==> config.mk <==
export PLATFORM = sky130hd
export DESIGN_NAME = phase_gate_supervisor
export DESIGN_NICKNAME = d
export VERILOG_FILES = /design/src/rtl/gsup_pkg.sv /design/src/rtl/gsup_cmd_qual.sv /design/src/rtl/gsup_fault_timer.sv /design/src/rtl/gsup_chan.sv /design/src/rtl/phase_gate_supervisor.sv
export SDC_FILE = /design/constraint.sdc
export NUM_CORES = 1
export LEC_CHECK = 0
export ABC_AREA = 1
export BUFFER_PORTS_ARGS = -buffer_cell sky130_fd_sc_hd__buf_4
export CAP_MARGIN = 20
export CORE_MARGIN = 2
export CORE_UTILIZATION = 60
export DETAILED_ROUTE_END_ITERATION = 7
export GPL_TIMING_DRIVEN = 0
export PLACE_DENSITY_LB_ADDON = 0.25
export SKIP_CTS_REPAIR_TIMING = 1
export SYNTH_ARGS = -nofsm -noshare
export SYNTH_HDL_FRONTEND = slang
export SYNTH_SLANG_ARGS = --single-unit
export TNS_END_PERCENT = 10
==> constraint.sdc <==
create_clock -name clk -period 1.8 [get_ports clk]
set_input_delay 0.36 -clock clk [delete_from_list [all_inputs] [get_ports clk]]
set_output_delay 0.36 -clock clk [all_outputs]
set_load 0.02 [all_outputs]
==> src/rtl/gsup_pkg.sv <==
package gsup_pkg;
    localparam int unsigned GSUP_NPH   = 3;
    localparam int unsigned GSUP_MIN_W = 4;
    localparam int unsigned GSUP_FO_W  = 50;

    // Per-channel arming state
    typedef struct packed {
        logic prev;   // qualified command seen last cycle
        logic armed;  // channel may drive its gate
        logic gate;   // registered gate enable
    } chan_st_t;
endpackage

==> src/rtl/gsup_cmd_qual.sv <==
module gsup_cmd_qual #(
    parameter int unsigned MIN_W = gsup_pkg::GSUP_MIN_W
) (
    input  logic clk,
    input  logic rst_n,
    input  logic raw,
    output logic qual
);
    localparam int unsigned CW = (MIN_W < 2) ? 1 : $clog2(MIN_W);

    typedef struct packed {
        logic          lvl;
        logic [CW-1:0] cnt;
    } qst_t;

    qst_t st_d, st_q;

    always_comb begin
        st_d = st_q;
        if (raw == st_q.lvl) begin
            st_d.cnt = '0;
        end else if (int'(st_q.cnt) + 1 >= int'(MIN_W)) begin
            st_d.lvl = raw;
            st_d.cnt = '0;
        end else begin
            st_d.cnt = st_q.cnt + 1'b1;
        end
    end

    always_ff @(posedge clk or negedge rst_n) begin
        if (!rst_n) st_q <= '0;
        else        st_q <= st_d;
    end

    assign qual = st_q.lvl;
endmodule

==> src/rtl/gsup_fault_timer.sv <==
module gsup_fault_timer #(
    parameter int unsigned FO_W = gsup_pkg::GSUP_FO_W
) (
    input  logic clk,
    input  logic rst_n,
    input  logic trig,
    output logic active
);
    localparam int unsigned CW = $clog2(FO_W + 1);

    typedef struct packed {
        logic [CW-1:0] cnt;
    } tst_t;

    tst_t st_d, st_q;

    always_comb begin
        st_d = st_q;
        if (trig)                 st_d.cnt = CW'(FO_W);
        else if (st_q.cnt != '0)  st_d.cnt = st_q.cnt - 1'b1;
    end

    always_ff @(posedge clk or negedge rst_n) begin
        if (!rst_n) st_q <= '0;
        else        st_q <= st_d;
    end

    assign active = (st_q.cnt != '0);
endmodule

==> src/rtl/gsup_chan.sv <==
module gsup_chan (
    input  logic clk,
    input  logic rst_n,
    input  logic cmd,
    input  logic kill,
    input  logic shoot,
    output logic gate
);
    import gsup_pkg::*;

    chan_st_t st_d, st_q;
    logic     rise;

    always_comb begin
        st_d       = st_q;
        rise       = cmd & ~st_q.prev;
        st_d.prev  = cmd;
        st_d.armed = kill ? 1'b0 : (st_q.armed | rise);
        st_d.gate  = st_d.armed & cmd & ~shoot;
    end

    always_ff @(posedge clk or negedge rst_n) begin
        if (!rst_n) st_q <= '0;
        else        st_q <= st_d;
    end

    assign gate = st_q.gate;
endmodule

==> src/rtl/phase_gate_supervisor.sv <==
module phase_gate_supervisor #(
    parameter int unsigned NPH   = gsup_pkg::GSUP_NPH,
    parameter int unsigned MIN_W = gsup_pkg::GSUP_MIN_W,
    parameter int unsigned FO_W  = gsup_pkg::GSUP_FO_W
) (
    input  logic           clk,
    input  logic           rst_n,
    input  logic [NPH-1:0] cmd_hi,
    input  logic [NPH-1:0] cmd_lo,
    input  logic           lv_uv_set,
    input  logic           lv_uv_clr,
    input  logic [NPH-1:0] hs_uv_set,
    input  logic [NPH-1:0] hs_uv_clr,
    input  logic           sc_trip,
    output logic [NPH-1:0] gate_hi,
    output logic [NPH-1:0] gate_lo,
    output logic           fault_n
);
    typedef struct packed {
        logic           lv_uv;
        logic [NPH-1:0] hs_uv;
    } uv_st_t;

    uv_st_t uv_d, uv_q;

    logic [NPH-1:0] qh, ql;
    logic [NPH-1:0] kill_hi, shoot;
    logic           kill_lo, flt_act, flt_trig;

    // Undervoltage latches: detect sets, release clears, set has priority
    always_comb begin
        uv_d       = uv_q;
        uv_d.lv_uv = lv_uv_set | (uv_q.lv_uv & ~lv_uv_clr);
        uv_d.hs_uv = hs_uv_set | (uv_q.hs_uv & ~hs_uv_clr);
    end

    always_ff @(posedge clk or negedge rst_n) begin
        if (!rst_n) uv_q <= '0;
        else        uv_q <= uv_d;
    end

    assign flt_trig = sc_trip | lv_uv_set;

    gsup_fault_timer #(.FO_W(FO_W)) u_ftmr (
        .clk    (clk),
        .rst_n  (rst_n),
        .trig   (flt_trig),
        .active (flt_act)
    );

    assign kill_lo = uv_q.lv_uv | lv_uv_set | sc_trip | flt_act;
    assign kill_hi = uv_q.hs_uv | hs_uv_set;
    assign shoot   = qh & ql;

    for (genvar p = 0; p < NPH; p++) begin : g_ph
        gsup_cmd_qual #(.MIN_W(MIN_W)) u_qh (
            .clk (clk), .rst_n (rst_n), .raw (cmd_hi[p]), .qual (qh[p])
        );
        gsup_cmd_qual #(.MIN_W(MIN_W)) u_ql (
            .clk (clk), .rst_n (rst_n), .raw (cmd_lo[p]), .qual (ql[p])
        );
        gsup_chan u_ch_hi (
            .clk (clk), .rst_n (rst_n), .cmd (qh[p]),
            .kill (kill_hi[p]), .shoot (shoot[p]), .gate (gate_hi[p])
        );
        gsup_chan u_ch_lo (
            .clk (clk), .rst_n (rst_n), .cmd (ql[p]),
            .kill (kill_lo), .shoot (shoot[p]), .gate (gate_lo[p])
        );
    end

    assign fault_n = ~flt_act;
endmodule

==> results.py <==
metrics = {
    "outcome": {
        "status": "finished with violations",
        "violations": "hold timing",
    },
    "logic_synthesis": {
        "synthFlopType": "dfrtp_1",
        "synth_xor_area_frac": 0.0272,
        "ys_seq_area_frac": 0.597,
        "ys_types": 20,
        "synth.top_cell.area_share": 0.597,
        "syn_area_sq_um": 1930,
        "synth_compound_area_frac": 0.0454,
        "synthAdderAreaFrac": 0.0454,
        "synth_edf_count": 0,
        "syn_avg_cell_area_sq_um": 10.0,
        "syn_inst": 193,
        "synth.area.top_cells": "dfrtp_1, inv_1, nand2_1",
        "synth.most_common_cell": "dfrtp_1",
        "netlist_top_cells_count": "dfrtp_1, inv_1, nand2_1",
        "synth_top_family_by_area": "simple AND/OR/NAND/NOR gates",
        "yosysWarnings": 0,
        "synth_area_leader_cell": "dfrtp_1",
        "async_reset_ff_frac": 1.00,
        "synth-seq-cells": 46,
        "mappedNetlistNets": 217,
        "synthMuxAreaShare": 0,
        "synth-simple-area-share": 0.186,
    },
    "clock_tree": {
        "h-tree-depth": 2,
        "cts_tree": "done",
        "clkSinkCount": 46,
        "cts-root-buf": "clkbuf_4",
        "clkLatencyLatePin_ns": 0.35,
        "cts_inserted_buffers": 5,
        "max-clock-path-buffers": 2,
        "path_clk_slew_ns": 0.12,
    },
    "timing": {
        "finalSetupViolCount": 0,
        "tns_ns": 0,
        "worstMarginPinSlew_ns": 0.543,
        "fin_crit_sh": 0.986,
        "rsz0062_at_grt": "true",
        "fin_skew_ns": 0.00488,
        "slew_viol_final": 0,
        "fmax_ghz": 0.563,
        "whs_ns": -0.0189,
        "period_needed_ns": 1.78,
        "max-slew-margin-rel": 0.638,
        "hold_violations": 35,
    },
    "global_route": {
        "track_usage": 0.188,
        "grt_pass1_vias": 1263,
        "grt_start_max_net_pins": 47,
        "grt_pass1_wl_um": 5040,
        "grt-ovfl-total": 0,
        "grt_antenna_before_repair": 0,
    },
    "worst_setup_path": {
        "reg2reg_depth": 7,
        "critPathRequiredTime_ns": 1.44,
        "cp.arrival_ns": 1.42,
        "r2r_start": "u_ftmr.st_q[0]$_DFFE_PN0P_",
        "critPathLaunch": "u_ftmr.st_q[0]$_DFFE_PN0P_",
        "end_kind": "output pin",
        "crit_path_max_fanout": 5,
        "r2r_slack_ns": 0.49,
        "cp-start-kind": "flip-flop",
        "worstSetupPathType": "flip-flop to output pin",
    },
    "floorplan": {
        "die-area_sq_um": 3690,
        "start_util": 0.632,
        "coreArea_sq_um": 3050,
        "row_count": 20,
        "die-height_um": 60.7,
        "pin_count": 24,
        "die_w_um": 60.7,
    },
    "drt": {
        "final_antenna_net_count": 0,
        "vias": 1299,
        "dr.pass1.iters": 4,
        "drc": 0,
        "wl_um": 2980,
        "drt-wirelength-per-cell_um": 11.0,
        "first_iter_violations": 41,
        "vias_per_cell": 4.81,
    },
    "power": {
        "vdd_ir_drop_max_uv": 694,
        "p_sw_uw": 797,
        "seq_power_share": 0.548,
        "swShare": 0.302,
        "power.internal_mw": 1.85,
        "p_leak_nw": 1.21,
        "p_per_area_nw_per_um2": 1160,
        "p_comb_frac": 0.227,
        "power_mw": 2.64,
        "power.clock.fraction": 0.225,
    },
    "cells_and_area": {
        "nets": 249,
        "area_growth_syn_to_layout_pct": 17.7,
        "num_antenna_cells": 0,
        "finish.utilization": 0.744,
        "layout-drive-gt1-share": 0.243,
    },
    "placed_design": {
        "dp_hpwl_um": 2220,
        "gp_congestion": 0.864,
        "numPortBuffers": 23,
    },
    "job": {
        "cap_violations": 0,
    },
    "hold_path": {
        "holdCritPathClass": "primary input to asynchronous set/reset pin",
    },
}
-- logic make-up after synthesis --
logic type,after synthesis
flops,46
fa+ha+maj,7
simple gates,73
buf+inv,45
xor+xnor,6
compound gates,16
-- power by group through the flow --
stage          registers [mW]  logic, mW  clock network [mW]
3_5_place_dp             1.47      0.604                   0
5_1_grt                  1.48      0.732               0.645
6_report                 1.45      0.601               0.594
2_1_floorplan            1.43      0.448                   0
4_1_cts                  1.45      0.611               0.610
3_3_place_gp             1.46      0.553                   0
-- state kept, by name (all words and copies together), names as in the netlist --
register	flops
g_ph.u_ch_hi.st_q	6
g_ph.u_ch_lo.st_q	6
g_ph.u_qh.st_q	6
g_ph.u_ql.st_q	6
u_ftmr.st_q	6
uv_q	4
g_ph.u_ch_hi.gate	3
g_ph.u_ch_lo.gate	3
g_ph.u_qh.qual	3
g_ph.u_ql.qual	3
-- worst paths after layout --
check                                                    endpoint
worst max-delay path                                      fault_n
worst min-delay path               g_ph[1].u_qh.st_q[0]$_DFF_PN0_
worst min register to register     g_ph[1].u_ql.st_q[0]$_DFF_PN0_
max in group asynchronous       g_ph[0].u_ch_lo.st_q[1]$_DFF_PN0_
min in group clk                                uv_q[3]$_DFF_PN0_
worst max register to register     g_ph[1].u_ch_lo.gate$_DFF_PN0_
-- layer usage --
| layer | global-route usage | up-vias | share of wire |
|---|---|---|---|
| met5 | 0 | - | 0 |
| met4 | 0.0932 | 0 | 0.018 |
| met3 | 0.0448 | 7 | 0.037 |
| met2 | 0.332 | 22 | 0.52 |
| met1 | 0.213 | 622 | 0.42 |
| li1 | - | 648 | - |
-- through the flow --
step | std cells | instance area [sq um] | worst slack (ns) | hold WS, ns
floorplan | 193 | 1930 | 0.460 | 0.0644
global placement | 260 | 2160 | 0.258 | 0.379
detailed placement | 260 | 2160 | 0.228 | 0.390
CTS | 268 | 2230 | -0.172 | 0.00239
global route | 270 | 2270 | -0.0204 | 0.0207
finish | 270 | 2270 | 0.0243 | -0.0189
-- cell usage in the layout (no fill, tap or decap), types with 2 or more instances in the layout --
master,instances
clkbuf_1,2
buf_4,30
nor3_1,7
nand3_1,9
o21ai_1,2
nand2_1,24
inv_1,36
nor2_1,17
inv_2,3
xnor2_1,6
o21bai_1,3
dfrtp_1,46
o21ai_0,10
clkbuf_4,5
ha_1,6
nand3_2,4
nor2_2,7
-- worst max-delay path, stage by stage (launching register included) --
cell     delay [ns]
dfrtp_1        0.41
inv_2          0.12
ha_4           0.16
nand3_4        0.07
nor2_4         0.17
buf_6          0.14
-- layout make-up --
| cell class | instances | area (sq um) |
|---|---|---|
| multi-input combinational | 102 | 607 |
| clock buffer | 7 | 45.0 |
| buffer | 6 | 45.0 |
| sequential | 46 | 1150 |
| clock inverter | 1 | 30.0 |
| fill | 231 | 782 |
| tap | 44 | 55.1 |
| timing repair buffer | 25 | 191 |
| inverter | 39 | 146 |
Power figures use the tool's default switching activity.
